<file path="src/rtl/twin_timer_pkg.sv">
// Shared types for the dual timer/counter: mode codes, the per-timer
// configuration nibble layout and register select codes.
package twin_timer_pkg;

    typedef enum logic [1:0] {
        MODE_PRESCALED = 2'd0,
        MODE_WIDE      = 2'd1,
        MODE_RELOAD    = 2'd2,
        MODE_SPLIT     = 2'd3
    } tmode_e;

    // One timer's configuration nibble: gate[3], source[2], mode[1:0]
    typedef struct packed {
        logic   gate_en;
        logic   use_pin;
        tmode_e mode;
    } tcfg_t;

    localparam logic [2:0] SEL_T0_LO   = 3'd0;
    localparam logic [2:0] SEL_T0_HI   = 3'd1;
    localparam logic [2:0] SEL_T1_LO   = 3'd2;
    localparam logic [2:0] SEL_T1_HI   = 3'd3;
    localparam logic [2:0] SEL_CFG     = 3'd4;
    localparam logic [2:0] SEL_RUNFLAG = 3'd5;

endpackage

</file>
<file path="src/rtl/tt_pin_sampler.sv">
// Samples N external pins once per tick and reports a falling edge
// (previous sample high, current pin low) in the tick cycle.
// Assumes pins are already synchronised to clk.
module tt_pin_sampler #(
    parameter int N = 2
) (
    input  logic         clk,
    input  logic         rst_n,
    input  logic         tick,
    input  logic [N-1:0] pin,
    output logic [N-1:0] fall
);
    logic [N-1:0] samp_q;

    // hold the last tick's sample of each pin
    always_ff @(posedge clk) begin
        if (!rst_n)    samp_q <= '0;
        else if (tick) samp_q <= pin;
    end

    assign fall = {N{tick}} & samp_q & ~pin;
endmodule

</file>
<file path="src/rtl/tt_unit.sv">
// One timer's low/high byte pair and its four-mode step logic.
// SPLIT_OK selects whether mode 3 splits the pair (timer 0) or holds it
// (timer 1). Writes to a byte override any step of that byte's unit.
module tt_unit
    import twin_timer_pkg::*;
#(
    parameter int BYTE_W   = 8,
    parameter int PRE_W    = 5,
    parameter bit SPLIT_OK = 1'b0
) (
    input  logic              clk,
    input  logic              rst_n,
    input  tmode_e            mode,
    input  logic              step,
    input  logic              hi_step,
    input  logic              wr_lo,
    input  logic              wr_hi,
    input  logic [BYTE_W-1:0] wr_data,
    output logic [BYTE_W-1:0] lo,
    output logic [BYTE_W-1:0] hi,
    output logic              ovf_main,
    output logic              ovf_hi
);
    localparam int WIDE_W = 2 * BYTE_W;
    localparam logic [BYTE_W-1:0] B_ONE = 1;
    localparam logic [PRE_W-1:0]  P_ONE = 1;
    localparam logic [WIDE_W-1:0] W_ONE = 1;

    logic [BYTE_W-1:0] lo_q, hi_q, lo_d, hi_d;
    logic              split, whole_go;

    assign split    = SPLIT_OK ? (mode == MODE_SPLIT) : 1'b0;
    assign whole_go = step & ~wr_lo & ~wr_hi;

    // next-state for both bytes and the overflow pulses
    always_comb begin
        lo_d     = lo_q;
        hi_d     = hi_q;
        ovf_main = 1'b0;
        ovf_hi   = 1'b0;
        unique case (mode)
            MODE_PRESCALED: if (whole_go) begin
                if (&lo_q[PRE_W-1:0]) begin
                    lo_d[PRE_W-1:0] = '0;
                    hi_d            = hi_q + B_ONE;
                    ovf_main        = &hi_q;
                end else begin
                    lo_d[PRE_W-1:0] = lo_q[PRE_W-1:0] + P_ONE;
                end
            end
            MODE_WIDE: if (whole_go) begin
                {hi_d, lo_d} = {hi_q, lo_q} + W_ONE;
                ovf_main     = &{hi_q, lo_q};
            end
            MODE_RELOAD: if (whole_go) begin
                if (&lo_q) begin
                    lo_d     = hi_q;
                    ovf_main = 1'b1;
                end else begin
                    lo_d = lo_q + B_ONE;
                end
            end
            MODE_SPLIT: if (split) begin
                if (step & ~wr_lo) begin
                    lo_d     = lo_q + B_ONE;
                    ovf_main = &lo_q;
                end
                if (hi_step & ~wr_hi) begin
                    hi_d   = hi_q + B_ONE;
                    ovf_hi = &hi_q;
                end
            end
            default: ;
        endcase
        if (wr_lo) lo_d = wr_data;
        if (wr_hi) hi_d = wr_data;
    end

    // byte registers
    always_ff @(posedge clk) begin
        if (!rst_n) begin
            lo_q <= '0;
            hi_q <= '0;
        end else begin
            lo_q <= lo_d;
            hi_q <= hi_d;
        end
    end

    assign lo = lo_q;
    assign hi = hi_q;
endmodule

</file>
<file path="src/rtl/tt_flags.sv">
// Sticky overflow flags: a write loads them, else a set wins over an
// acknowledge in the same cycle.
module tt_flags #(
    parameter int N = 2
) (
    input  logic         clk,
    input  logic         rst_n,
    input  logic [N-1:0] set,
    input  logic [N-1:0] ack,
    input  logic         wr,
    input  logic [N-1:0] wr_val,
    output logic [N-1:0] flag
);
    logic [N-1:0] flag_q;

    // flag register with write > set > ack priority
    always_ff @(posedge clk) begin
        if (!rst_n)  flag_q <= '0;
        else if (wr) flag_q <= wr_val;
        else         flag_q <= set | (flag_q & ~ack);
    end

    assign flag = flag_q;
endmodule

</file>
<file path="src/rtl/twin_timer.sv">
// Two multi-mode timer/counters with gating, external edge counting and
// sticky overflow flags. Assumes BYTE_W >= 8 (the configuration and
// run/flag registers take the low byte of wr_data) and synchronous pins.
module twin_timer
    import twin_timer_pkg::*;
#(
    parameter int BYTE_W = 8,
    parameter int PRE_W  = 5
) (
    input  logic                clk,
    input  logic                rst_n,
    input  logic                tick,
    input  logic [1:0]          cnt_pin,
    input  logic [1:0]          gate_pin,
    input  logic                wr_en,
    input  logic [2:0]          wr_sel,
    input  logic [BYTE_W-1:0]   wr_data,
    input  logic [1:0]          flag_ack,
    output logic [2*BYTE_W-1:0] cnt0,
    output logic [2*BYTE_W-1:0] cnt1,
    output logic [1:0]          ovf_flag
);
    localparam int NT = 2;

    logic [7:0]                  ctrl_q;
    logic [NT-1:0]               run_q;
    logic [NT-1:0]               fall, inc, ovf_main, ovf_hi, set;
    logic [NT-1:0][BYTE_W-1:0]   lo_w, hi_w;
    tcfg_t                       cfg [NT];
    logic                        split0, wr_rf;

    assign wr_rf  = wr_en && (wr_sel == SEL_RUNFLAG);
    assign split0 = (cfg[0].mode == MODE_SPLIT);

    // configuration byte and run bits
    always_ff @(posedge clk) begin
        if (!rst_n) begin
            ctrl_q <= '0;
            run_q  <= '0;
        end else if (wr_en) begin
            if (wr_sel == SEL_CFG) ctrl_q <= wr_data[7:0];
            if (wr_rf)             run_q  <= wr_data[1:0];
        end
    end

    tt_pin_sampler #(.N(NT)) u_samp (
        .clk(clk), .rst_n(rst_n), .tick(tick), .pin(cnt_pin), .fall(fall)
    );

    for (genvar i = 0; i < NT; i++) begin : g_tmr
        logic en;
        assign cfg[i] = tcfg_t'(ctrl_q[4*i +: 4]);
        assign en     = run_q[i] & (~cfg[i].gate_en | gate_pin[i]);
        assign inc[i] = en & (cfg[i].use_pin ? fall[i] : tick);

        tt_unit #(.BYTE_W(BYTE_W), .PRE_W(PRE_W), .SPLIT_OK(i == 0)) u_unit (
            .clk      (clk),
            .rst_n    (rst_n),
            .mode     (cfg[i].mode),
            .step     (inc[i]),
            .hi_step  ((i == 0) ? (tick & run_q[1]) : 1'b0),
            .wr_lo    (wr_en && (wr_sel == 3'(2*i))),
            .wr_hi    (wr_en && (wr_sel == 3'(2*i+1))),
            .wr_data  (wr_data),
            .lo       (lo_w[i]),
            .hi       (hi_w[i]),
            .ovf_main (ovf_main[i]),
            .ovf_hi   (ovf_hi[i])
        );
    end

    assign set[0] = ovf_main[0];
    assign set[1] = split0 ? ovf_hi[0] : (ovf_main[1] | ovf_hi[1]);

    tt_flags #(.N(NT)) u_flags (
        .clk(clk), .rst_n(rst_n), .set(set), .ack(flag_ack),
        .wr(wr_rf), .wr_val(wr_data[3:2]), .flag(ovf_flag)
    );

    assign cnt0 = {hi_w[0], lo_w[0]};
    assign cnt1 = {hi_w[1], lo_w[1]};
endmodule

</file>
<file path="config.mk">
export PLATFORM = sky130hd
export DESIGN_NAME = twin_timer
export DESIGN_NICKNAME = d
export VERILOG_FILES = /design/src/rtl/twin_timer_pkg.sv /design/src/rtl/tt_pin_sampler.sv /design/src/rtl/tt_unit.sv /design/src/rtl/tt_flags.sv /design/src/rtl/twin_timer.sv
export SDC_FILE = /design/constraint.sdc
export NUM_CORES = 1
export LEC_CHECK = 0
export CORE_MARGIN = 10
export CORE_UTILIZATION = 49
export CTS_CLUSTER_SIZE = 8
export DETAILED_ROUTE_END_ITERATION = 12
export PLACE_DENSITY_LB_ADDON = 0.05
export SETUP_SLACK_MARGIN = 0.5
export SLEW_MARGIN = 40
export SYNTH_ARGS = -nofsm -noshare
export SYNTH_HDL_FRONTEND = slang
export SYNTH_HIERARCHICAL = 1
export SYNTH_SLANG_ARGS = --single-unit
</file>
<file path="constraint.sdc">
create_clock -name clk -period 1.9 [get_ports clk]
set_input_delay 0.285 -clock clk [delete_from_list [all_inputs] [get_ports clk]]
set_output_delay 0.285 -clock clk [all_outputs]
set_load 0.005 [all_outputs]
</file>
Word-level counts from Yosys, hierarchy flattened

Cells that the tools add are included.

Flip-flop bits (word level): 46
Input port bits: 21

$add $sub $neg: 8
Eq/ne operators: 26
Multiplexer cells: 46
Bitwise gates (word level): 24
Reductions and logical operators: 28

Operator list:

| operator                | number |
|---|---|
| $mux W8                 | 18 |
| $ne A3 B1 Y1 const B    | 14 |
| $add A16 B1 Y16 const B | 2 |
| $add A8 B1 Y8 const B   | 4 |
| $reduce_and A16 Y1      | 2 |
| $reduce_and A8 Y1       | 4 |
| $pmux W8 S3             | 1 |
| $mux W5                 | 4 |
| $pmux W5 S4             | 1 |
| $pmux W8 S2             | 1 |
| $reduce_and A4 Y1       | 4 |
| $mux W1                 | 15 |
| $pmux W5 S3             | 1 |
| $reduce_and A5 Y1       | 3 |
| $add A5 B1 Y5 const B   | 2 |
| $and A1 B1 Y1           | 10 |
| $pmux W3 S3             | 1 |
| $eq A2 B2 Y1 const B    | 4 |
| $pmux W1 S4             | 2 |
| $reduce_bool A4 Y1      | 2 |
| $and A2 B2 Y2           | 3 |
| $eq A3 B2 Y1 const B    | 2 |
| $eq A3 B3 Y1 const B    | 2 |
| $not A1 Y1              | 6 |
| other kinds (14)        | 24 |

Depth between registers and ports, before layout

Gate-level depths: netlist of the first run.

Depth in word-level cells: 11
Mapped depth: 10
Gate-level depth less buffers: 10

By module

Netlist of the first run, hierarchy kept.

By module, submodules not included:

| module                    | times used | cells each | area an instance (um^2) | sequential area each (um^2) |
|---|---|---|---|---|
| tt_unit (g_tmr[1].u_unit) | 1          | 184        | 1455.1                  | 320.3 |
| tt_unit (g_tmr[0].u_unit) | 1          | 169        | 1260.0                  | 320.3 |
| twin_timer                | 1          | 60         | 528.0                   | 200.2 |
| tt_pin_sampler            | 1          | 9          | 90.1                    | 40.0 |
| tt_flags                  | 1          | 8          | 85.1                    | 40.0 |

Least setup slack after synthesis of the first run

No wires, ideal clock.

Path kind: reg2reg
Start point: register g_tmr[1].u_unit.lo_q[0]
End point: register g_tmr[1].u_unit.hi_q[6]
Arrival: 1945 ps
Required time: 1826 ps
Path slack: -119 ps
Cell stages (with the launch flop): 9
Buffers on the path: 0
Clock period less this slack: 2019 ps
Cell sequence: dfxtp_1 ha_1 nand3_2 inv_2 ha_1 mux2_2 nand2_1 or4b_1 a31oi_1

Word-level cells in the longest chain between the ends: 4

Ends and longest elaborated chain:

| what                   | RTL line      | text |
|---|---|---|
| from (decl)            | tt_unit.sv:29 | `logic [BYTE_W-1:0] lo_q, hi_q, lo_d, hi_d;` |
| from (signal assigned) | tt_unit.sv:85 | `lo_q <= lo_d;` |
| $add A16 B1 Y16        | tt_unit.sv:52 | `{hi_d, lo_d} = {hi_q, lo_q} + W_ONE;` |
| $mux W8                | tt_unit.sv:51 | `MODE_WIDE: if (whole_go) begin` |
| $pmux W8 S2            | tt_unit.sv:41 | `unique case (mode)` |
| $mux W8                | tt_unit.sv:76 | `if (wr_hi) hi_d = wr_data;` |
| to (signal assigned)   | tt_unit.sv:86 | `hi_q <= hi_d;` |
| to (decl)              | tt_unit.sv:29 |  |

Several ways; a longest one is shown, not always the timed one. The select of a mux whose other input is x is not followed.
A chain may end at the register's enable or synchronous reset.

Final worst setup path of the first run

Start point: register u_samp.samp_q[1]
End point: register g_tmr[1].u_unit.hi_q[6]

Word-level cells in the longest chain between the ends: 8

Ends and longest elaborated chain:

| what                          | RTL line             | text |
|---|---|---|
| from (decl)                   | tt_pin_sampler.sv:13 | `logic [N-1:0] samp_q;` |
| from (signal assigned)        | tt_pin_sampler.sv:18 | `else if (tick) samp_q <= pin;` |
| $and A2 B2 Y2 * (2 in series) | tt_pin_sampler.sv:21 | `assign fall = {N{tick}} & samp_q & ~pin;` |
| named net fall[1]             | twin_timer.sv:27     | `logic [NT-1:0] fall, inc, ovf_main, ovf_hi, set;` |
| $mux W1 *                     | twin_timer.sv:54     | `assign inc[i] = en & (cfg[i].use_pin ? fall[i] : tick);` |
| $and A1 B1 Y1 *               | twin_timer.sv:54     |  |
| named net inc[1]              | twin_timer.sv:27     |  |
| $and A1 B1 Y1 * (2 in series) | tt_unit.sv:33        | `assign whole_go = step & ~wr_lo & ~wr_hi;` |
| $ne A3 B1 Y1 (no line)        | -                    |  |
| $reduce_and A4 Y1 (no line) * | -                    |  |

Mark *: on every way through the listed nets, which the timed path passes. The rest lies on a longest branch.

==> impl_metrics.json, run 1 <==
{
  "hold_depth": 3,
  "die_h_um": 103,
  "drt-total-wl_um": 13400,
  "drc": 0,
  "critPathTopFamily": "simple AND/OR/NAND/NOR gates",
  "grt_overflow": 0,
  "maxCapViolCount": 0,
  "power_switching_mw": 0.700,
  "syn-instance-count": 429,
  "combPwrFrac": 0.242,
  "grtUsageTotal": 0.243,
  "stdcell_count": 667,
  "finClkSkew_ns": 0.0148,
  "firstDrtPassIters": 5,
  "grt_pass1_wl_um": 20500,
  "critical_path_class": "reg -> reg",
  "cp-start-kind": "register",
  "internal-power_mw": 1.61,
  "start_util": 0.503,
  "clkSinkCount": 46,
  "syn_area_per_cell_um2": 7.96,
  "rsz0062_at_grt": "yes",
  "cp-end-kind": "register",
  "diodes": 0,
  "reg2reg_depth": 8,
  "drt_iter0_drc": 398,
  "fin_crit_ns": 2.06,
  "vias": 4193,
  "min_from": "cnt_pin[0]",
  "power.share.switching": 0.302,
  "nFillCells": 430,
  "setup_ws_ns": -0.158,
  "cts-root-buf": "clkbuf_8",
  "fp.dieW_um": 103,
  "cp_slowest_cell": "or4b_1",
  "tns_ns": -1.44,
  "p_leak_nw": 2.12,
  "antenna_found_initial": 0,
  "worst_path_largest_cell_delay_ns": 0.50,
  "drive_gt1_frac": 0.410,
  "cp-startpoint": "u_samp/samp_q[1]",
  "viasPerCell": 6.29,
  "path_depth": 8,
  "finalSetupViolCount": 15,
  "pwr-share-seq": 0.446,
  "crit_required_ns": 2.13,
  "clock_latency_ns": 0.32,
  "min_path_type": "in -> reg",
  "violations": "negative setup slack",
  "gp_congestion": 0.900,
  "fin_crit_sh": 1.08,
  "maxSlewViolCount": 0,
  "synth_nets": 464,
  "arrival_ns": 2.29,
  "dp_cells": 621,
  "final_nets": 605,
  "cp_cell_sequence": "and3b_2 -> inv_2 -> a221oi_2 -> buf_4 -> nor3b_4 -> nand2_2 -> or4b_1 -> a31oi_1",
  "grt_pass1_vias": 4067,
  "cts_tree": "done",
  "synthesis.area_um2": 3410,
  "grt_start_max_net_pins": 28,
  "finalHoldViolations": 0,
  "clk_path_buf_depth": 2,
  "clkSlewWorstSetupHoldPaths_ns": 0.09,
  "io_buffer_count": 54,
  "crit_fanout": 3,
  "io_pins": 55,
  "timing.critical_path.buf_inv": 2,
  "area_growth_pct": 62.4,
  "yosys_warnings": 6,
  "cts_made_buffers": 5,
  "num_rows": 30,
  "status": "complete, but fails checks",
  "ir_drop_uv": 282,
  "timing.rr.start": "u_samp/samp_q[1]",
  "p_per_area_nw_per_um2": 417,
  "max_freq_mhz": 486,
  "die_area_um2": 10700,
  "final_antenna_net_count": 0,
  "hpwl_um": 8810,
  "core_um2": 6790,
  "cts-htree-levels": 2,
  "wire_per_inst_um": 20.1,
  "clkPwrFrac": 0.312
}
==> worst paths after layout <==
kind                      endpoint  slack [ns]
min reg2reg              ctrl_q[3]        0.47
min               u_samp/samp_q[0]        0.39
max reg2reg  g_tmr[1].u_unit/hi[6]       -0.16
max          g_tmr[1].u_unit/hi[6]       -0.16
==> final cells by class <==
type,count,area [um2],share of cell area
clock buffers,7,97.6,0.0176
clock inverters,1,6.26,0.00113
inverters,20,82.6,0.0149
multi-input cells,344,2910,0.525
flip-flops and latches,46,1010,0.182
well taps,96,120,0.0217
repair buffers,153,1320,0.238
==> registers in the layout (all words and copies together), names as in the netlist <==
signal	cells
g_tmr.u_unit/hi	16
run_q	2
u_samp/samp_q	2
g_tmr.u_unit/lo	16
ctrl_q	8
u_flags/flag	2
==> per-stage QoR <==
| step | setup slack [ns] | cell area [um2] | hold WS [ns] | utilization | power, mW |
|---|---|---|---|---|---|
| floorplan | -0.00403 | 3690 | 0.413 | - | 1.29 |
| global placement | -0.498 | 4690 | 0.446 | 0.691 | 1.54 |
| detailed placement | -0.594 | 4690 | 0.458 | 0.691 | 1.55 |
| CTS | -0.157 | 5330 | 0.385 | 0.784 | 2.28 |
| global route | -0.235 | 5550 | 0.415 | 0.816 | 2.40 |
| finish | -0.158 | 5550 | 0.391 | 0.816 | 2.31 |
==> timing repair <==
action	CTS	global route
cloned	0	0
hold buffers	0	0
setup buffers	32	6
setup endpoints to repair	68	43
gates resized for setup	136	33
pin swaps	52	21
==> tightest hold or removal path, stage by stage <==
cell and delay [ns]:
dlygate4sd2_1 0.21, mux2i_1 0.07, nor2b_1 0.10
==> power groups by stage <==
stage	Combinational (mW)	Sequential (mW)	Clock, mW
after floorplan	0.214	1.08	0
after global placement	0.464	1.07	0
after detailed placement	0.473	1.07	0
after CTS	0.519	1.03	0.726
after global routing	0.598	1.04	0.762
final	0.560	1.03	0.721
==> layout by cell type, fill, tap and decap left out, types with 6 or more instances in the layout <==
master / instances
ha_4: 10
a31oi_1: 10
o21ai_0: 25
buf_4: 82
nand3_1: 20
clkdlybuf4s50_1: 19
dfxtp_2: 18
nor2_1: 15
dfxtp_4: 18
a21oi_2: 6
nand4_1: 12
nand2b_1: 12
mux2i_1: 14
dfxtp_1: 10
o21ai_1: 6
a21oi_1: 14
nand2_1: 41
inv_1: 12
buf_6: 16
dlygate4sd2_1: 30
==> layer usage <==
| layer | track usage | share of wire | wire length, um |
|---|---|---|---|
| met1 | 0.278 | 0.38 | 5060 |
| met2 | 0.418 | 0.49 | 6500 |
| met3 | 0.0631 | 0.098 | 1310 |
| met4 | 0.106 | 0.039 | 521 |
| met5 | 0 | 0 | 0 |
(Power assumes the default switching activity.)
==> run 2: changes to the inputs <==
--- a/config.mk
+++ b/config.mk
@@ -11,6 +11,7 @@
 export DETAILED_ROUTE_END_ITERATION = 12
 export PLACE_DENSITY_LB_ADDON = 0.05
 export SETUP_SLACK_MARGIN = 0.5
+export SKIP_CTS_REPAIR_TIMING = 1
 export SLEW_MARGIN = 40
 export SYNTH_ARGS = -nofsm -noshare
 export SYNTH_HDL_FRONTEND = slang
==> run 2 against run 1 <==
Net effect:
- the run still ends with negative setup slack left
- non-clock buffer count shrank 14
- first-iteration DRC count shrank 18%
- hold slack worse by 0.11 ns
- utilization fell by 1.7 points
- combinational power decreased by 5.2%
- cell count shrank 1.9%
- critical endpoint is now g_tmr[1].u_unit/lo[0]
- clock power decreased by 1%
- critical path type unchanged
- critical path depth fell by 1
==> impl_metrics.json, run 2 (same netlist as run 1, synthesis figures left out) <==
{
  "worst_path_largest_cell_delay_ns": 0.45,
  "die_h_um": 103,
  "grt_use_met2": 0.362,
  "place_area_um2": 4690,
  "drc": 0,
  "fin_crit_sh": 1.10,
  "crit_fanout": 7,
  "finClkSkew_ns": 0.0121,
  "final_antenna_net_count": 0,
  "pre_cts_ws_ns": -0.594,
  "hpwl_um": 8810,
  "layout_commonest_cell": "buf_4",
  "drt_iter0_drc": 325,
  "cts-htree-levels": 2,
  "design_area_um2": 5430,
  "fin_crit_ns": 2.09,
  "p_per_area_nw_per_um2": 421,
  "clk_path_buf_depth": 2,
  "drt-total-wl_um": 12600,
  "nFillCells": 462,
  "maxSlewViolCount": 0,
  "grt_pass1_wl_um": 18200,
  "arrival_ns": 2.32,
  "die_area_um2": 10700,
  "finalPower_mw": 2.29,
  "rsz0062_at_grt": "yes",
  "io_pins": 55,
  "vias": 4047,
  "start_util": 0.503,
  "final_nets": 591,
  "io_buffer_count": 54,
  "setup_ws_ns": -0.189,
  "cp-start-kind": "register",
  "gp_congestion": 0.900,
  "maxCapViolCount": 0,
  "area_growth_pct": 59.0,
  "cts_made_buffers": 5,
  "grtUsageMet1": 0.268,
  "ir_drop_uv": 367,
  "cp-end-kind": "register",
  "finalSetupViolCount": 14,
  "critical_path_class": "reg -> reg",
  "min_path_type": "in -> reg",
  "status": "complete, but fails checks",
  "cts-root-buf": "clkbuf_8",
  "multi_input_area_um2": 2790,
  "max_freq_mhz": 479,
  "p_leak_nw": 2.45,
  "drive_gt1_frac": 0.384,
  "viasPerCell": 6.19,
  "finalHoldViolations": 0,
  "num_rows": 30,
  "cp_slowest_cell": "or3b_4",
  "core_um2": 6790,
  "regArea_um2": 1010,
  "mostFrequentLayoutCells": "buf_4 (71), nand2_1 (40), dlymetal6s2s_1 (35), o21ai_0 (27), dfxtp_2 (22)",
  "crit_required_ns": 2.13,
  "cts_tree": "done",
  "firstDrtPassIters": 6,
  "cp_cell_sequence": "and3b_2 -> inv_2 -> a221oi_2 -> or3b_4 -> a21o_4 -> a221o_1 -> a31oi_1",
  "wire_per_inst_um": 19.3,
  "grtUsageTotal": 0.215,
  "grt_start_max_net_pins": 28,
  "clkSinkCount": 46,
  "antenna_found_initial": 1,
  "violations": "negative setup slack",
  "clkSlewWorstSetupHoldPaths_ns": 0.09,
  "tns_ns": -1.39,
  "fp.dieW_um": 103,
  "grt_pass1_vias": 3625,
  "met3_usage": 0.0445,
  "top_usage_layer": "met2",
  "clock_latency_ns": 0.31,
  "grt_overflow": 0
}
-- run 2: cell count changes in the layout (fill, tap and decap cells not counted), moves of 4 or more --
cell / previous run / this run
dfxtp_2: 18 / 22
clkdlybuf4s15_1: 5 / 0
dlygate4sd2_1: 30 / 0
buf_4: 82 / 71
dlymetal6s2s_1: 0 / 35
-- run 2: layer usage --
layer	share of wire	up-vias
li1	-	1865
met1	0.41	1921
met2	0.48	221
met3	0.085	40
met4	0.027	0
met5	0	-
-- run 2: cell type report --
type                            instances  share of cell area
Antenna cell                            1            0.000461
Clock buffer                            7              0.0180
Clock inverter                          1             0.00115
Inverter                               20              0.0148
Multi-Input combinational cell        344               0.513
Sequential cell                        46               0.186
Tap cell                               96              0.0221
Timing Repair Buffer                  139               0.245
-- run 2: final timing paths --
check | start | end | slack [ns] | cells past startpoint
worst max register to register | u_samp/samp_q[1] | g_tmr[1].u_unit/lo[0] | -0.19 | 7
worst max-delay path | u_samp/samp_q[1] | g_tmr[1].u_unit/lo[0] | -0.19 | 7
worst min-delay path | cnt_pin[0] | u_samp/samp_q[0] | 0.28 | 3
worst min register to register | ctrl_q[3] | ctrl_q[3] | 0.47 | 2
-- run 2: critical path, delay by kind of cell, from the launching register on --
kind / cells / cell delay (ns)
DFF: 1 / 0.33
AOI/OAI and AO/OA: 4 / 1.01
buffers and inverters: 1 / 0.04
and+or+nand+nor: 2 / 0.63
-- run 2: metrics by stage --
| step | utilization | std cells | hold WS (ns) |
|---|---|---|---|
| floorplan | - | 429 | 0.413 |
| global route | 0.799 | 653 | 0.307 |
| detailed placement | 0.691 | 621 | 0.458 |
| finish | 0.799 | 654 | 0.284 |
| global placement | 0.691 | 621 | 0.446 |
| CTS | 0.706 | 629 | 0.472 |
-- run 2: power by group --
part / total [mW] / internal, mW / switching (mW)
sequential: 1.04 / 0.995 / 0.0468
clock: 0.714 / 0.342 / 0.372
combinational: 0.531 / 0.276 / 0.255
